## src/rtl/tcfg_pkg.sv

```systemverilog
package tcfg_pkg;
  localparam int ADDR_W = 3;
  localparam int CTRL_W = 11;

  typedef struct packed {
    logic       gp_rst;
    logic       clk_fmt;
    logic       clr_match;
    logic [3:0] presc;
    logic [1:0] mode;
    logic       dbg_run;
    logic       en;
  } ctrl_t;

  // bits that are frozen while locked
  localparam logic [CTRL_W-1:0] PROT_MASK = 11'b111_1111_1100;

  localparam logic [ADDR_W-1:0] A_CTRL  = 3'd0;
  localparam logic [ADDR_W-1:0] A_CTRL2 = 3'd1;
  localparam logic [ADDR_W-1:0] A_EVT   = 3'd2;
  localparam logic [ADDR_W-1:0] A_TAMPA = 3'd3;
  localparam logic [ADDR_W-1:0] A_TAMPB = 3'd4;
  localparam logic [ADDR_W-1:0] A_STAT  = 3'd5;
endpackage

```

## src/rtl/tcfg_sync.sv

```systemverilog
module tcfg_sync #(
  parameter int SYNC_CYCLES = 4,
  localparam int CW = $clog2(SYNC_CYCLES + 1)
) (
  input  logic clk_i,
  input  logic rst_ni,
  input  logic start_i,
  input  logic en_req_i,
  output logic busy_o,
  output logic en_eff_o
);
  logic [CW-1:0] cnt_q;

  always_ff @(posedge clk_i or negedge rst_ni) begin
    if (!rst_ni) begin
      cnt_q    <= '0;
      en_eff_o <= 1'b0;
    end else if (start_i) begin
      cnt_q <= CW'(SYNC_CYCLES);
    end else if (cnt_q != '0) begin
      cnt_q <= cnt_q - 1'b1;
      if (cnt_q == CW'(1)) en_eff_o <= en_req_i;
    end
  end

  assign busy_o = (cnt_q != '0);
endmodule

```

## src/rtl/tcfg_ctrl_reg.sv

```systemverilog
module tcfg_ctrl_reg
  import tcfg_pkg::*;
(
  input  logic              clk_i,
  input  logic              rst_ni,
  input  logic              we_i,
  input  logic [CTRL_W-1:0] wdata_i,
  input  logic              locked_i,
  output ctrl_t             q_o,
  output logic              en_flip_o
);
  logic [CTRL_W-1:0] q_v, nxt;

  assign q_v       = q_o;
  assign en_flip_o = we_i && (wdata_i[0] != q_o.en);

  always_comb begin
    nxt = q_v;
    if (we_i) nxt = locked_i ? ((q_v & PROT_MASK) | (wdata_i & ~PROT_MASK)) : wdata_i;
  end

  always_ff @(posedge clk_i or negedge rst_ni) begin
    if (!rst_ni) q_o <= '0;
    else         q_o <= ctrl_t'(nxt);
  end
endmodule

```

## src/rtl/tcfg_aux_regs.sv

```systemverilog
module tcfg_aux_regs #(
  parameter int N  = 4,
  parameter int DW = 32
) (
  input  logic                 clk_i,
  input  logic                 rst_ni,
  input  logic [N-1:0]         sel_i,
  input  logic [DW-1:0]        wdata_i,
  input  logic                 locked_i,
  output logic [N-1:0][DW-1:0] q_o
);
  for (genvar i = 0; i < N; i++) begin : g_reg
    always_ff @(posedge clk_i or negedge rst_ni) begin
      if (!rst_ni)                    q_o[i] <= '0;
      else if (sel_i[i] && !locked_i) q_o[i] <= wdata_i;
    end
  end
endmodule

```

## src/rtl/tcfg_regs.sv

```systemverilog
module tcfg_regs
  import tcfg_pkg::*;
#(
  parameter int DW          = 32,
  parameter int SYNC_CYCLES = 4
) (
  input  logic              clk_i,
  input  logic              rst_ni,
  input  logic              we_i,
  input  logic [ADDR_W-1:0] addr_i,
  input  logic [DW-1:0]     wdata_i,
  output logic [DW-1:0]     rdata_o,
  output logic              en_o,
  output logic              busy_o,
  output logic              dbg_run_o,
  output logic [1:0]        mode_o,
  output logic [3:0]        presc_o,
  output logic              clr_match_o,
  output logic              clk_fmt_o,
  output logic              gp_rst_o,
  output logic [DW-1:0]     ctrl2_o,
  output logic [DW-1:0]     evt_o,
  output logic [DW-1:0]     tamp_a_o,
  output logic [DW-1:0]     tamp_b_o
);
  localparam int N_AUX = 4;

  ctrl_t                     ctrl_q;
  logic                      en_req, en_flip, locked;
  logic [N_AUX-1:0]          aux_sel;
  logic [N_AUX-1:0][DW-1:0]  aux_q;

  assign en_req = ctrl_q.en;
  // disabled only once stored enable is 0 and the window has closed
  assign locked = en_req | busy_o;

  tcfg_ctrl_reg u_ctrl (
    .clk_i     (clk_i),
    .rst_ni    (rst_ni),
    .we_i      (we_i && (addr_i == A_CTRL)),
    .wdata_i   (wdata_i[CTRL_W-1:0]),
    .locked_i  (locked),
    .q_o       (ctrl_q),
    .en_flip_o (en_flip)
  );

  tcfg_sync #(.SYNC_CYCLES(SYNC_CYCLES)) u_sync (
    .clk_i    (clk_i),
    .rst_ni   (rst_ni),
    .start_i  (en_flip),
    .en_req_i (en_req),
    .busy_o   (busy_o),
    .en_eff_o (en_o)
  );

  for (genvar i = 0; i < N_AUX; i++) begin : g_sel
    assign aux_sel[i] = we_i && (addr_i == ADDR_W'(i + 1));
  end

  tcfg_aux_regs #(.N(N_AUX), .DW(DW)) u_aux (
    .clk_i    (clk_i),
    .rst_ni   (rst_ni),
    .sel_i    (aux_sel),
    .wdata_i  (wdata_i),
    .locked_i (locked),
    .q_o      (aux_q)
  );

  always_comb begin
    rdata_o = '0;
    if (addr_i == A_CTRL) rdata_o = DW'(ctrl_q);
    if (addr_i == A_STAT) rdata_o = DW'({en_o, busy_o});
    for (int i = 0; i < N_AUX; i++)
      if (addr_i == ADDR_W'(i + 1)) rdata_o = aux_q[i];
  end

  assign dbg_run_o   = ctrl_q.dbg_run;
  assign mode_o      = ctrl_q.mode;
  assign presc_o     = ctrl_q.presc;
  assign clr_match_o = ctrl_q.clr_match;
  assign clk_fmt_o   = ctrl_q.clk_fmt;
  assign gp_rst_o    = ctrl_q.gp_rst;
  assign ctrl2_o     = aux_q[0];
  assign evt_o       = aux_q[1];
  assign tamp_a_o    = aux_q[2];
  assign tamp_b_o    = aux_q[3];
endmodule

```

## config.mk

```make
export PLATFORM = sky130hd
export DESIGN_NAME = tcfg_regs
export DESIGN_NICKNAME = d
export VERILOG_FILES = /design/src/rtl/tcfg_pkg.sv /design/src/rtl/tcfg_sync.sv /design/src/rtl/tcfg_ctrl_reg.sv /design/src/rtl/tcfg_aux_regs.sv /design/src/rtl/tcfg_regs.sv
export SDC_FILE = /design/constraint.sdc
export NUM_CORES = 1
export LEC_CHECK = 0
export BUFFER_PORTS_ARGS = -buffer_cell sky130_fd_sc_hd__buf_2
export CAP_MARGIN = 20
export CORE_MARGIN = 2
export CORE_UTILIZATION = 45
export CTS_CLUSTER_SIZE = 25
export DETAILED_ROUTE_END_ITERATION = 10
export MAX_ROUTING_LAYER = met4
export PLACE_DENSITY = 0.76
export SLEW_MARGIN = 25
export SYNTH_ARGS = -nofsm -noshare
export SYNTH_HDL_FRONTEND = slang
export SYNTH_HIERARCHICAL = 1
export SYNTH_SLANG_ARGS = --single-unit
export TNS_END_PERCENT = 20
```

## constraint.sdc

```tcl
create_clock -name clk_i -period 2.3 [get_ports clk_i]
set_input_delay 0.345 -clock clk_i [delete_from_list [all_inputs] [get_ports clk_i]]
set_output_delay 0.345 -clock clk_i [all_outputs]
set_load 0.02 [all_outputs]
```

==> flow_summary.ini, run 1 <==
[outcome]
outcome = complete, no violations

[route]
via_count = 5027
dr.pass1.iters = 7
wl_per_cell_um = 20.3
postRouteAntennaNets = 0
drtIter0Drc = 331
drcViolationCount = 0
wl_mm = 18.9
vias_per_cell = 5.42

[hold_path]
whs_path_depth = 2
hold_path.startpoint = wdata_i[16]
min_path_type = in2reg

[final_layout]
postLayoutCoreUtil_pct = 59.3
diodes = 0
num-nets-final = 744
layout-drive-gt1-share_pct = 59.9
area_growth_pct = 27.9

[critical_path]
worstReg2RegStart = u_sync/cnt_q[1]
cp_slowest_cell = dfrtp_1
criticalPathCategory = reg2out
slowest_delay_ns = 0.38
worstRegToRegCells = 7
crit_path_frequent_cell = buf_6
path_cells = inv_2, ha_4, nand2b_4, buf_6, nand2_2, o2bb2ai_4, o32ai_2, a21oi_2, buf_6
cp-end-kind = primary output
required_ns = 1.96
crit_fanout = 3
cp-startpoint = u_sync/cnt_q[1]
crit_arrival_ns = 1.86
critPathLaunchType = flop

[cts]
cts_root_buffer = clkbuf_16
cts_buffers = 17
clock_path_buffers = 2
htree_levels = 4
cts_sinks = 143
clk_latency_ns = 0.41
clkTransAtPathRegs_ns = 0.06
cts_tree = yes

[timing]
hold_viol = 0
worstMarginPinSlew_ns = 0.482
period_share_pct = 95.8
setup_slack_ns = 0.0958
slew_headroom_pct = 67.9
slew_violations = 0
setup_viol = 0
finalCriticalPeriod_ns = 2.20
finClkSkew_ns = 0.00462
max_freq_mhz = 454
tns_ns = 0

[synthesis]
async_flop_share_pct = 100
syn_nets = 521
yosys.area.top_type = dfrtp_1
synth_top_cell_area_share_pct = 50.4
syn_area_per_cell_sq_um = 14.8
ys_seq_elements = 143
syn_area_sq_mm = 0.00710
synth_ff_type = dfrtp_1
synthTopCellsByCount = dfrtp_1 (143), mux2_4 (101), mux2_2 (40)
syn_inst = 480
synth_cell_type_count = 36
synth_edf_count = 0
ys_seq_area_share_pct = 50.4
netlist_top_cells_area = dfrtp_1 (50%), mux2_4 (21%), mux2_2 (6.3%), mux2i_1 (5.5%), o22ai_1 (2.8%)
yosysMostFrequentCell = dfrtp_1
yosys_warnings = 6

[grt]
use_met3_pct = 3.59
grtUsageTotal_pct = 23.0
grt_pass1_vias = 5077
antenna_found_initial = 0
grt-busiest-layer = met2
grt_pass1_wl_mm = 28.6
met1_usage_pct = 29.0
grt_remaining_overflow = 0
grt_start_max_net_pins = 64
use_met2_pct = 37.0

[place]
place_worst_setup_slack_ns = 0.253
dp_hpwl_mm = 13.0
routabilityCongestion = 0.879
buffer_ports.inserted = 209

[floorplan]
core_sq_mm = 0.0153
die_h_um = 130
placementRows = 45
initial_utilization_pct = 46.3
dieArea_sq_mm = 0.0168
dieWidth_um = 130
ios = 210

[power_and_ir_drop]
ir_worst_vdd_v = 0.000594
powerDensity_mw_per_mm2 = 1320
p_leak_nw = 5.09

[job]
maxCapViolations = 0
==> registers in the layout (all words and copies together) (netlist names) <==
signal and flops:
u_aux/q_o 128, u_ctrl/q_o 11, u_sync/cnt_q 3, u_sync/en_eff_o 1
==> power by group <==
part	switching [mW]	internal (mW)	total, mW
Sequential	0.845	3.46	4.30
Combinational	2.43	2.12	4.56
Clock	1.04	2.06	3.10
Total	4.32	7.64	12.0
==> critical path, delay by kind of cell (launching register included) <==
| kind | cells | cell delay (ns) |
|---|---|---|
| flip-flops | 1 | 0.38 |
| buffers and inverters | 3 | 0.36 |
| AO/OA/AOI/OAI | 3 | 0.39 |
| AND/OR/NAND/NOR | 2 | 0.15 |
| adder cells (fa/ha/maj) | 1 | 0.16 |
==> per-layer routing <==
layer	vias up	wire, um	part of all wire, %
li1	2194	-	-
met1	2556	7850	42
met2	229	9480	50
met3	48	986	5.2
met4	0	537	2.8
met5	-	0	0
==> cell type report <==
type | count | area (sq um)
tap | 211 | 264
fill | 1226 | 6240
timing repair buffer | 240 | 1350
clock buffer | 22 | 494
multi-input combinational | 296 | 3190
sequential | 143 | 3580
clock inverter | 10 | 180
inverter | 5 | 18.8
==> stage by stage <==
step | std cells | instance area, sq um | power, mW | hold WS [ns]
after floorplan | 480 | 7100 | 7.11 | 0.0494
after global placement | 891 | 8300 | 8.60 | 0.311
after detailed placement | 891 | 8300 | 8.76 | 0.322
after CTS | 925 | 9000 | 11.9 | 0.191
after global routing | 927 | 9080 | 12.5 | 0.200
final | 927 | 9080 | 12.0 | 0.204
==> cell families (layout without fill, tap and decap cells) <==
family          after synthesis  in the layout  share of synthesized area, %
mux                         180            180                          33.2
fa+ha+maj                     3              3                         0.529
compound gates               74             74                          6.88
flops                       143            143                          50.4
xor+xnor                      2              2                         0.247
simple gates                 37             37                          3.12
buf+inv                      41            277                          5.57
==> worst paths after layout <==
check / endpoint / slack (ns)
min reg2reg: u_aux/q_o[31] / 0.53
max reg2reg: u_aux/q_o[9] / 0.33
min: u_aux/q_o[16] / 0.20
min in group asynchronous: u_aux/q_o[66] / 0.44
max: rdata_o[0] / 0.1
max in group asynchronous: u_aux/q_o[76] / 1.15
==> layout by cell type (no fill, tap or decap), types with 6 or more instances in the layout <==
cell type and n:
buf_2 207, dfrtp_1 143, mux2_4 101, mux2_2 40, mux2i_1 39, o22ai_1 31
buf_4 25, a22oi_1 21, clkbuf_16 17, nor2_1 14, a21oi_1 9, nand2b_1 6
==> what timing repair did <==
action | CTS | global route
setup endpoints to repair | 1 | 1
resized for setup | 4 | 10
endpoints found under the hold margin | 47 | 0
hold buffers | 1 | 0
buffers inserted | 1 | 2
pin swaps | 2 | 2
Note: power is estimated with default switching activity, not from simulation.
==> inputs of run 2 (changes only) <==
--- a/config.mk
+++ b/config.mk
@@ -7,12 +7,14 @@
 export LEC_CHECK = 0
 export BUFFER_PORTS_ARGS = -buffer_cell sky130_fd_sc_hd__buf_2
 export CAP_MARGIN = 20
+export CORE_ASPECT_RATIO = 0.7
 export CORE_MARGIN = 2
 export CORE_UTILIZATION = 45
 export CTS_CLUSTER_SIZE = 25
 export DETAILED_ROUTE_END_ITERATION = 10
 export MAX_ROUTING_LAYER = met4
 export PLACE_DENSITY = 0.76
+export RECOVER_POWER = 25
 export SLEW_MARGIN = 25
 export SYNTH_ARGS = -nofsm -noshare
 export SYNTH_HDL_FRONTEND = slang
==> run 2 against run 1 <==
Critical path depth stayed put. Sequential share of layout area is 0.65 points higher. Final cell count is 1.6% lower. Flip-flop and latch count stayed put. Global-route usage is 0.64 points higher. Clock skew is 0.0031 ns higher. Maximum frequency is 1.1% lower. Clock power is 12% lower. Largest cell class unchanged. Non-clock buffer count is 4 lower.
==> flow_summary.ini, run 2 (same netlist as run 1, synthesis figures left out) <==
[outcome]
outcome = complete, no violations

[critical_path]
crit_fanout = 5
path_cells = inv_2, ha_4, nand2b_4, buf_6, nand2_2, o2bb2ai_2, o32ai_2, a21oi_1, buf_4
critPathLaunchType = flop
cp_top_family = flip-flops
slowest_delay_ns = 0.39
required_ns = 1.96
criticalPathCategory = reg2out
cp_slowest_cell = dfrtp_1
cp-end-kind = primary output
path_buf_inv = 3
crit_arrival_ns = 1.88

[route]
via_count = 4974
wl_met3_mm = 1.20
wl_per_cell_um = 20.8
wl_mm = 19.0
dr_wl_met2_mm = 9.04
wl_met1_mm = 8.47
postRouteAntennaNets = 0
drtIter0Drc = 306
top_layer = met4
drcViolationCount = 0
dr.pass1.iters = 4
vias_per_cell = 5.45

[cts]
cts_tree = yes
htree_levels = 4
clkTransAtPathRegs_ns = 0.06
clk_latency_ns = 0.42
clock_path_buffers = 2
cts_root_buffer = clkbuf_16
cts_sinks = 143
cts_buffers = 17

[final_layout]
layout.cells.non_filler = 912
num-fill-cells = 1207
num-nets-final = 740
area_growth_pct = 25.8
postLayoutCoreUtil_pct = 57.8
largest_reg_flops = 128
final_cell_mix = buf_2 (207), dfrtp_1 (143), mux2_4 (101)
mostFrequentLayoutCell = buf_2
reg_top3 = u_aux/q_o: 128 flops, u_ctrl/q_o: 11 flops, u_sync/cnt_q: 3 flops
regMostFlops = u_aux/q_o
layout-drive-gt1-share_pct = 58.1
final_area_sq_mm = 0.00893

[place]
routabilityCongestion = 0.855
dp_hpwl_mm = 12.9
placed_area_sq_mm = 0.00829
dp.cells = 876
buffer_ports.inserted = 209
place_worst_setup_slack_ns = 0.244

[power_and_ir_drop]
p_leak_nw = 5.02
ir_worst_vdd_v = 0.000619
powerDensity_mw_per_mm2 = 1300
power_mw = 11.6

[timing]
period_share_pct = 96.9
tns_ns = 0
slew_headroom_pct = 47.4
setup_viol = 0
setup_slack_ns = 0.0709
fin_hold_ws_ns = 0.203
max_freq_mhz = 449
finClkSkew_ns = 0.00767
finalCriticalPeriod_ns = 2.23
worstMarginPinSlew_ns = 0.789
hold_viol = 0
slew_violations = 0

[grt]
grt_start_max_net_pins = 88
grt_pass1_vias = 5178
grtUsageTotal_pct = 23.7
grt_remaining_overflow = 0
grt_pass1_wl_mm = 29.3
antenna_found_initial = 1

[floorplan]
ios = 210
dieWidth_um = 154
placementRows = 38
core_sq_mm = 0.0155
initial_utilization_pct = 45.9
dieArea_sq_mm = 0.0168
die_h_um = 109

[hold_path]
min_path_type = in2reg

[job]
maxCapViolations = 0
[run 2: changes by cell type in the layout (fill, tap and decap cells not counted), moves of 2 or more]
cell,change
buf_12,+2
bufinv_16,-2
clkbuf_8,-4
clkbuf_1,+8
clkinvlp_4,-2
buf_4,-7
[run 2: layer usage]
metal  vias up  global-route usage [%]
met3        30                    6.08
met5         -                       -
li1       2207                       -
met1      2528                    30.2
met4         0                    7.54
met2       209                    37.4
[run 2: worst paths after layout]
kind	start	end	slack [ns]	cells after the start
max	u_sync/cnt_q[1]	rdata_o[0]	0.07	9
min	wdata_i[31]	u_aux/q_o[63]	0.20	2
max reg2reg	u_sync/cnt_q[1]	u_aux/q_o[37]	0.31	7
min reg2reg	u_aux/q_o[72]	u_aux/q_o[72]	0.53	1
max in group asynchronous	rst_ni	u_aux/q_o[12]	0.54	3
min in group asynchronous	rst_ni	u_aux/q_o[30]	0.51	2
[run 2: power breakdown]
group,switching [mW],leakage [nW],internal [mW],total [mW]
sequential,0.843,1.92,3.46,4.30
clock,0.996,0.279,1.73,2.72
combinational,2.44,2.82,2.12,4.56
total,4.27,5.02,7.30,11.6
[run 2: layout make-up]
| class | instances | area [sq um] | area share (%) |
|---|---|---|---|
| timing repair buffer | 236 | 1340 | 15.0 |
| inverter | 5 | 18.8 | 0.210 |
| clock inverter | 6 | 109 | 1.22 |
| antenna | 1 | 2.50 | 0.0280 |
| multi-input combinational | 296 | 3170 | 35.5 |
| clock buffer | 25 | 465 | 5.21 |
| tap | 200 | 250 | 2.80 |
| sequential | 143 | 3580 | 40.1 |
[run 2: what timing repair did]
item	CTS	global route
resized for setup	6	4
setup endpoints to repair	1	1
hold endpoints to repair	12	0
buffers inserted	1	2
hold buffers	1	0
pin swaps	1	4
==> inputs of run 3 (changes only) <==
--- a/config.mk
+++ b/config.mk
@@ -10,9 +10,9 @@
 export CORE_ASPECT_RATIO = 0.7
 export CORE_MARGIN = 2
 export CORE_UTILIZATION = 45
+export CTS_CLUSTER_DIAMETER = 30
 export CTS_CLUSTER_SIZE = 25
 export DETAILED_ROUTE_END_ITERATION = 10
-export MAX_ROUTING_LAYER = met4
 export PLACE_DENSITY = 0.76
 export RECOVER_POWER = 25
 export SLEW_MARGIN = 25
==> run 3 against run 2 <==
Final cell count stayed put. Via count is 0.84% higher. Sequential power hardly changed. Combinational power hardly changed. Setup slack worse by 0.024 ns. Critical path type unchanged. Largest cell class unchanged.
==> flow_summary.ini, run 3 (same netlist as run 1, synthesis figures left out) <==
[power_and_ir_drop]
powerDensity_mw_per_mm2 = 1300
ir_worst_vdd_v = 0.000619
netSwitchingPower_mw = 4.28
p_int_mw = 7.30
p_clk_share_pct = 23.5
pwr-share-seq_pct = 37.2
p_sw_share_pct = 37.0
p_comb_share_pct = 39.3
p_leak_nw = 5.02

[final_layout]
reg_top3 = u_aux/q_o: 128 flops, u_ctrl/q_o: 11 flops, u_sync/cnt_q: 3 flops
area_growth_pct = 25.8
final_cell_mix = buf_2 (207), dfrtp_1 (143), mux2_4 (101)
regMostFlops = u_aux/q_o
mostFrequentLayoutCell = buf_2
largest_reg_flops = 128
num-nets-final = 740
layout.cells.non_filler = 912
multi_input_area_sq_mm = 0.00317
layout-drive-gt1-share_pct = 58.1
seqCellArea_sq_mm = 0.00358
postLayoutCoreUtil_pct = 57.8
num-fill-cells = 1207

[place]
place_worst_setup_slack_ns = 0.244
dp_hpwl_mm = 12.9
buffer_ports.inserted = 209
dp.cells = 876
routabilityCongestion = 0.841

[timing]
slew_headroom_pct = 47.5
fin_hold_ws_ns = 0.206
finalCriticalPeriod_ns = 2.25
setup_viol = 0
period_share_pct = 98.0
max_freq_mhz = 444
worstMarginPinSlew_ns = 0.788
hold_viol = 0
setup_slack_ns = 0.0471
finClkSkew_ns = 0.00658
slew_violations = 0
tns_ns = 0

[critical_path]
crit_arrival_ns = 1.91
critPathLaunchType = flop
cp-end-kind = primary output
slowest_delay_ns = 0.38
crit_fanout = 5
criticalPathCategory = reg2out
cp_slowest_cell = dfrtp_1
cp_top_family = compound AO/OA/AOI/OAI gates
path_cells = inv_2, ha_4, nand2b_4, buf_6, nand2_2, o2bb2ai_2, o22ai_1, a21oi_1, buf_4
required_ns = 1.96
path_buf_inv = 3
rrSetupSlack_ns = 0.30

[grt]
grt-busiest-layer = met2
grt_pass1_vias = 5165
antenna_found_initial = 1
grt_pass1_wl_mm = 29.3
grt_start_max_net_pins = 88
use_met2_pct = 37.4
use_met3_pct = 6.48
grtUsageTotal_pct = 23.0
grt_remaining_overflow = 0
met1_usage_pct = 30.0

[hold_path]
min_path_type = in2reg

[floorplan]
placementRows = 38
dieWidth_um = 154
initial_utilization_pct = 45.9
core_sq_mm = 0.0155
die_h_um = 109
ios = 210
dieArea_sq_mm = 0.0168

[cts]
cts_root_buffer = clkbuf_16
clock_path_buffers = 2
clk_latency_ns = 0.42
cts_sinks = 143
clkTransAtPathRegs_ns = 0.06
cts_tree = yes
htree_levels = 4
cts_buffers = 17

[route]
wl_mm = 19.0
drcViolationCount = 0
vias_per_cell = 5.50
postRouteAntennaNets = 0
drtIter0Drc = 264
via_count = 5016
wl_per_cell_um = 20.8
dr.pass1.iters = 4

[outcome]
outcome = complete, no violations

[job]
maxCapViolations = 0
==> run 3: cell counts in the layout (fill, tap and decap cells not counted) <==
No cell type changed its count.
==> run 3: worst paths after layout <==
kind,start,end,depth (start not counted)
max,u_sync/cnt_q[1],rdata_o[0],9
min,wdata_i[31],u_aux/q_o[63],2
max reg2reg,u_sync/cnt_q[1],u_aux/q_o[37],7
min reg2reg,u_aux/q_o[72],u_aux/q_o[72],1
max in group asynchronous,rst_ni,u_aux/q_o[12],3
min in group asynchronous,rst_ni,u_aux/q_o[30],2
==> run 3: power groups by stage <==
stage,logic [mW],clock network (mW),registers (mW)
after global placement,4.37,0,4.24
after CTS,4.53,2.78,4.28
after floorplan,1.87,0,5.24
after detailed placement,4.47,0,4.30
final,4.56,2.72,4.30
after global routing,4.81,2.89,4.43
==> run 3: area by class of cell <==
type                            count  area share (%)
Inverter                            5           0.210
Tap cell                          200            2.80
Clock buffer                       25            5.21
Multi-Input combinational cell    296            35.5
Sequential cell                   143            40.1
Timing Repair Buffer              236            15.0
Clock inverter                      6            1.22
Antenna cell                        1          0.0280
==> run 3: metal layers <==
layer | share of wire [%] | up-vias
li1 | - | 2207
met4 | 1.2 | 0
met5 | 0 | -
met2 | 48 | 218
met1 | 44 | 2565
met3 | 6.8 | 26
==> run 3: repair_timing <==
action,in CTS,in global routing
hold buffers,1,0
gates cloned,0,0
pin swaps,1,4
setup endpoints to repair,1,1
endpoints found under the hold margin,12,0
gates resized for setup,6,4
buffers inserted,1,2
==> run 3: through the flow <==
step / instance area (sq um) / power [mW]
after floorplan: 7100 / 7.11
after global placement: 8290 / 8.61
after detailed placement: 8290 / 8.77
after CTS: 8910 / 11.6
after global routing: 8930 / 12.1
final: 8930 / 11.6
